===== config.mk =====
export PLATFORM = sky130hd
export DESIGN_NAME = faultLineCtl
export DESIGN_NICKNAME = d
export VERILOG_FILES = /design/src/rtl/faultLinePkg.sv /design/src/rtl/faultLineDp.sv /design/src/rtl/faultLineCtrl.sv /design/src/rtl/faultLineCtl.sv
export SDC_FILE = /design/constraint.sdc
export NUM_CORES = 1
export LEC_CHECK = 0
export ABC_AREA = 1
export CORE_MARGIN = 5
export CORE_UTILIZATION = 30
export CTS_CLUSTER_SIZE = 8
export DETAILED_ROUTE_END_ITERATION = 10
export SKIP_LAST_GASP = 1
export SYNTH_ARGS = -nofsm -noshare
export SYNTH_HDL_FRONTEND = slang
export SYNTH_SLANG_ARGS = --single-unit

===== constraint.sdc =====
create_clock -name clk -period 1.5 [get_ports clk]
set_input_delay 0.3 -clock clk [delete_from_list [all_inputs] [get_ports clk]]
set_output_delay 0.3 -clock clk [all_outputs]
set_load 0.05 [all_outputs]

===== src/rtl/faultLinePkg.sv =====
package faultLinePkg;

  // Per-cycle commands from the control to the counter datapath.
  typedef struct packed {
    logic loadPulse;  // reload the pulse width counter
    logic stepPulse;  // count the pulse width down by one
    logic incLow;     // count one more low sample
    logic clearLow;   // restart the low-run counter
  } lineStrobes_t;

endpackage


===== src/rtl/faultLineDp.sv =====
module faultLineDp
  import faultLinePkg::*;
#(
  parameter int PULSE_CYCLES  = 4000,
  parameter int FILTER_CYCLES = 50
) (
  input  logic         clk,
  input  logic         rstN,
  input  lineStrobes_t strobes,
  output logic         pulseBusy,
  output logic         lowFull
);

  localparam int PW = $clog2(PULSE_CYCLES + 1);
  localparam int LW = $clog2(FILTER_CYCLES + 1);
  localparam logic [PW-1:0] PULSE_LOAD = PW'(PULSE_CYCLES);
  localparam logic [LW-1:0] LOW_LAST   = LW'(FILTER_CYCLES - 1);

  logic [PW-1:0] pulseCnt;
  logic [LW-1:0] lowCnt;

  // Pulse width counter: a reload wins over the count-down.
  always_ff @(posedge clk or negedge rstN) begin
    if (!rstN) begin
      pulseCnt <= '0;
    end else if (strobes.loadPulse) begin
      pulseCnt <= PULSE_LOAD;
    end else if (strobes.stepPulse) begin
      pulseCnt <= pulseCnt - 1'b1;
    end
  end

  // Consecutive low-sample counter for the glitch filter.
  always_ff @(posedge clk or negedge rstN) begin
    if (!rstN) begin
      lowCnt <= '0;
    end else if (strobes.clearLow) begin
      lowCnt <= '0;
    end else if (strobes.incLow) begin
      lowCnt <= lowCnt + 1'b1;
    end
  end

  assign pulseBusy = (pulseCnt != '0);
  assign lowFull   = (lowCnt == LOW_LAST);

endmodule


===== src/rtl/faultLineCtrl.sv =====
module faultLineCtrl
  import faultLinePkg::*;
(
  input  logic         clk,
  input  logic         rstN,
  input  logic         faultEvent,
  input  logic         uvActive,
  input  logic         lineIn,
  input  logic         pulseBusy,
  input  logic         lowFull,
  output lineStrobes_t strobes,
  output logic         lineDriveLow,
  output logic         extFault,
  output logic         holdDone
);

  logic armed;
  logic countLow;
  logic setExt;

  assign lineDriveLow = pulseBusy | uvActive;

  // A low sample counts only when armed, not self-driven and not yet reported.
  assign countLow = armed & ~lineDriveLow & ~lineIn & ~extFault;
  assign setExt   = countLow & lowFull;

  always_comb begin
    strobes           = '0;
    strobes.loadPulse = faultEvent;
    strobes.stepPulse = pulseBusy;
    strobes.incLow    = countLow & ~lowFull;
    strobes.clearLow  = ~countLow;
  end

  // Detection is disarmed by own drive and re-armed by a high sample.
  always_ff @(posedge clk or negedge rstN) begin
    if (!rstN) begin
      armed <= 1'b0;
    end else if (lineDriveLow) begin
      armed <= 1'b0;
    end else if (lineIn) begin
      armed <= 1'b1;
    end
  end

  always_ff @(posedge clk or negedge rstN) begin
    if (!rstN) begin
      extFault <= 1'b0;
    end else if (lineIn) begin
      extFault <= 1'b0;
    end else if (setExt) begin
      extFault <= 1'b1;
    end
  end

  assign holdDone = ~pulseBusy & ~uvActive & lineIn;

endmodule


===== src/rtl/faultLineCtl.sv =====
module faultLineCtl
  import faultLinePkg::*;
#(
  parameter int PULSE_CYCLES  = 4000,
  parameter int FILTER_CYCLES = 50
) (
  input  logic clk,
  input  logic rstN,
  input  logic faultEvent,
  input  logic uvActive,
  input  logic lineIn,
  output logic lineDriveLow,
  output logic extFault,
  output logic holdDone
);

  lineStrobes_t strobes;
  logic         pulseBusy;
  logic         lowFull;

  faultLineCtrl uCtrl (
    .clk          (clk),
    .rstN         (rstN),
    .faultEvent   (faultEvent),
    .uvActive     (uvActive),
    .lineIn       (lineIn),
    .pulseBusy    (pulseBusy),
    .lowFull      (lowFull),
    .strobes      (strobes),
    .lineDriveLow (lineDriveLow),
    .extFault     (extFault),
    .holdDone     (holdDone)
  );

  faultLineDp #(
    .PULSE_CYCLES  (PULSE_CYCLES),
    .FILTER_CYCLES (FILTER_CYCLES)
  ) uDp (
    .clk       (clk),
    .rstN      (rstN),
    .strobes   (strobes),
    .pulseBusy (pulseBusy),
    .lowFull   (lowFull)
  );

endmodule


**Yosys cells after proc, flatten, opt, wreduce, memory -nomap -nowiden**

Cells that the tools add are included.

- Flip-flop bits (word level): 20

- Eq/ne operators: 2
- Muxes and demuxes: 8
- $add $sub $neg: 2
- Bitwise operators: 14
- Reductions and logical operators: 4

Operator list:

| operator | number |
|---|---|
| 12-bit two-way mux | 2 |
| 6-bit two-way mux | 2 |
| 12-bit nonzero test | 1 |
| 12-bit by 1-bit subtractor with 12-bit output, second input constant | 1 |
| 1-bit AND | 7 |
| 6-bit by 1-bit adder with 6-bit output, second input constant | 1 |
| 6-bit equality test, second input constant | 1 |
| 1-bit inverter | 6 |
| 2-bit nonzero test | 3 |
| 1-bit two-way mux | 4 |
| 2-bit inequality test, second input constant | 1 |
| 1-bit OR | 1 |

**Depth between registers and ports, before layout**

- Depth after elaboration: 9
- Gate-level depth with buffers: 9
- Depth with buffers taken out: 9

**Hierarchy**

From an unflattened synthesis, not the netlist that was laid out.

- Cells, all modules: 153
- Area, all modules: 1144.8 µm²

Modules (own cells, without submodules):

| module | instances | seq. area each (µm²) | area an instance (µm²) | cells each |
|---|---|---|---|---|
| faultLineDp | 1 | 450.4 | 1004.7 | 135 |
| faultLineCtrl | 1 | 50.0 | 140.1 | 18 |

**Worst setup path before layout**

No wires, ideal clock.

- Kind: reg-to-output
- Start: reg uDp.pulseCnt[0]
- End: out holdDone
- Arrival: 2.136 ns
- Path slack: -0.936 ns
- Cell stages (with the launch flop): 7
- Cell sequence: dfrtp_1 -> inv_1 -> ha_1 -> nand3_2 -> nor2_4 -> nand2_1 -> nor2_1

- Longest elaborated chain between the ends: 4

Ends and longest elaborated chain:

| item | line | RTL |
|---|---|---|
| start: declaration | faultLineDp.sv:19 | `logic [PW-1:0] pulseCnt;` |
| start signal: assignment | faultLineDp.sv:29 | `pulseCnt <= pulseCnt - 1'b1;` |
| 12-bit nonzero test | faultLineDp.sv:44 | `assign pulseBusy = (pulseCnt != '0);` |
| 1-bit inverter | faultLineCtrl.sv:56 | `assign holdDone = ~pulseBusy & ~uvActive & lineIn;` |
| 1-bit AND (2 in a row) | faultLineCtrl.sv:56 |  |
| end: declaration | faultLineCtl.sv:14 | `output logic holdDone` |

Every way passes these cells.

**Worst setup path in the final report**

Same ends and word-level chain as after synthesis.

==> summary.md <==
| Metric | Value |
|---|---|
| Routed Antenna Nets | `0` |
| GPL Wtd Cong | `about 0.84` |
| Multi-input gate area | `686 um^2` |
| Power Density | `872 mW/mm^2` |
| Switching power | `0.412 mW` |
| Fraction of registers with async set/reset | `1.00` |
| Final count of hold timing violations | `0` |
| N_diodes | `0` |
| Nets@finish | `slightly below 200` |
| Average wire per standard cell | `12.1 um` |
| Die H | `73.8 um` |
| Post-route minimum period | `around 1.7 ns` |
| Tot GR Track Use | `0.111` |
| Max Clk Rate | `0.581 GHz` |
| CTS max path bufs | `2` |
| Mapped cell area | `0.00122 mm^2` |
| Dpl ws | `0.0259 ns` |
| Worst reg2reg path depth | `8` |
| Synth top area share | `0.409` |
| Leak | `0.827 nW` |
| Starting Density | `0.308` |
| Crit Path Category | `flip-flop to primary output` |
| Fraction of the yosys area taken by sequential cells | `0.409` |
| Critical path arrival | `1.42 ns` |
| Sequential Power Share | `0.403` |
| Area leader, netlist | `dfrtp_1` |
| Area grow syn2layout | `39.1%` |
| Site row count | `23` |
| Drc violations | `0` |
| Post-synth EDFFs | `0` |
| Worst path required time | `1.20 ns` |
| Worst vdd ir | `around 0.33 mV` |
| Outcome | `finished with violations` |
| Failing checks | `setup timing` |
| Max FO, Critical Path | `3` |
| Filler cell count | `407` |
| Top FF cell, synth | `dfrtp_1` |
| DR vias/cell | `4.61` |
| Share of layout cells above drive strength 1 | `0.344` |
| Inst Count DP | `223` |
| Post-route setup slack | `-0.222 ns` |
| Gr ovfl total | `0` |
| Total die area | `0.00545 mm^2` |
| CTS H-tree depth | `1` |
| Hold Path Class | `primary input to asynchronous set/reset pin` |
| Critical path launch point type | `flip-flop` |
| Reg2Reg Setup Slack | `0.04 ns` |
| Worst Tran Pin Value | `0.315 ns` |
| Uppermost layer routed | `met4` |
| Clock latency on the worst-skew pair | `0.27 ns` |
| HPWL Detailed | `2110 um` |
| Pwr Total | `around 1.5 mW` |
| Non-Filler Instances | `236` |
| Clock root cell | `clkbuf_8` |
| Top cells by count, synth | `nand2_1, inv_1, nor2_1, dfrtp_1, nand3_1` |
| Mean area per synthesized cell | `8.26 um^2` |
| Area contributors post-synth | `dfrtp_1, nand2_1, inv_1` |
| CTS Hold Buffers Added | `0` |
| Relative slew slack | `0.789` |
| Vias | `around 1,100` |
| Initial DRC count | `40` |
| Post-Route M1 WL | `1350 um` |
| Clock transition at path regs | `0.09 ns` |
| Clock Power Share | `0.382` |
| Most common cell in the netlist | `nand2_1` |
| Global-route wire length before repair | `4640 um` |
| Max Cap Viol | `0` |
| Count of input and output buffers | `7` |
| Final period utilization | `1.15` |
| Int Pwr | `1.07 mW` |
| DR WL met3 | `35 um` |
| Core area | `0.00397 mm^2` |
| Syn Inst Count | `148` |
| Netlist cell types | `27` |
| Flop and latch count out of synthesis | `20` |
| Die width | `73.8 um` |
| Switching Share | `0.278` |
| Vias in the first global route | `1,035` |
| # clock sinks | `20` |
| Storage cell area | `502 um^2` |
| Largest net degree at the start of global routing | `21` |
| Total of warnings raised by yosys | `0` |
| I/O pin total | `8` |
| Num CTS Buffers | `3` |
| CP endpoint kind | `primary output` |
| Syn Nets | `157` |
| Met2 WL | `approximately 1400 um` |
| Combinational share of power | `0.215` |
| RSZ-0062 raised after global routing | `yes` |
| Final WL | `2850 um` |
| Initial antenna violation count | `0` |
| Clock skew | `0.00515 ns` |
| Max-slew violations | `0` |
| Final setup vio count | `2` |
| TritonCTS clock tree | `yes` |
| First-pass detailed-route iteration total | `4` |
| Setup TNS | `-0.389 ns` |
## worst max-delay path, stage by stage, from the launching register on
cell and delay [ns]:
dfrtp_1 0.42, inv_2 0.09, ha_4 0.15, nand3_4 0.06, nor2_4 0.11, nand2_4 0.07, nor2_4 0.10, buf_12 0.14
## power by group through the flow
stage,sequential (mW),combinational (mW),clock (mW)
detailed placement,0.610,0.287,0
global route,0.601,0.354,0.583
floorplan,0.608,0.162,0
finish,0.598,0.320,0.566
global placement,0.608,0.287,0
CTS,0.600,0.303,0.572
## logic make-up (layout without fill, tap and decap cells)
| family | count (synthesis) | count (layout) | synth area share |
|---|---|---|---|
| AO/OA/AOI/OAI | 12 | 12 | 0.0645 |
| XOR/XNOR | 6 | 6 | 0.0430 |
| adder cells (fa/ha/maj) | 4 | 4 | 0.0409 |
| buffers and inverters | 23 | 61 | 0.0727 |
| flip-flops | 20 | 20 | 0.409 |
| AND/OR/NAND/NOR | 83 | 83 | 0.369 |
## state kept, by name, indices dropped and copies added, names as in the netlist
| signal | count |
|---|---|
| uDp.lowCnt | 6 |
| uCtrl.armed | 1 |
| uDp.pulseCnt | 12 |
| uCtrl.extFault | 1 |
## placed cells by master (no fill, tap or decap), types with 2 or more instances in the layout
cell and n:
inv_1 19, a21oi_2 2, nand2_1 24, buf_12 2, nor2_2 3, o21ai_0 5, or2_2 2, dfrtp_1 19
buf_4 28, clkdlybuf4s50_1 4, nor2_1 18, nand2_4 3, nor2_4 6, ha_1 2, nand4_1 5, xor2_1 6
clkbuf_8 3, inv_2 2, nand3_1 15
## worst paths after layout
path | startpoint | end
min in group clk | uDp.lowCnt[5]$_DFFE_PN0P_ | uDp.lowCnt[5]$_DFFE_PN0P_
setup reg to reg | uDp.pulseCnt[0]$_DFFE_PN0P_ | uDp.pulseCnt[4]$_DFFE_PN0P_
hold reg to reg | uDp.lowCnt[5]$_DFFE_PN0P_ | uDp.lowCnt[5]$_DFFE_PN0P_
hold / removal | rstN | uDp.pulseCnt[8]$_DFFE_PN0P_
setup / recovery | uDp.pulseCnt[0]$_DFFE_PN0P_ | holdDone
max in group asynchronous | rstN | uDp.pulseCnt[4]$_DFFE_PN0P_
## metrics by stage
stage | cell area [um^2] | hold WS (ns) | util
global placement | 1540 | 0.527 | 0.388
CTS | 1650 | 0.377 | 0.416
finish | 1700 | 0.367 | 0.428
detailed placement | 1540 | 0.560 | 0.388
global route | 1700 | 0.403 | 0.428
floorplan | 1250 | 0.00441 | -
## per-layer routing
layer | GRT usage | vias up
met1 | 0.145 | 521
met3 | 0.0123 | 5
li1 | - | 550
met5 | 0 | -
met4 | 0.0362 | 0
met2 | 0.188 | 11
## layout make-up
cell class,instances,area share
Timing Repair Buffer,34,0.171
Sequential cell,20,0.295
Tap cell,50,0.0368
Clock inverter,1,0.0177
Inverter,23,0.0522
Multi-Input combinational cell,105,0.403
Clock buffer,3,0.0243
## what timing repair did
item | 4_1_cts | 5_1_grt
endpoints found under the setup margin | 2 | 8
pin swaps | 5 | 3
buffers inserted | 4 | 5
resized for setup | 3 | 4
(Power assumes the default switching activity.)
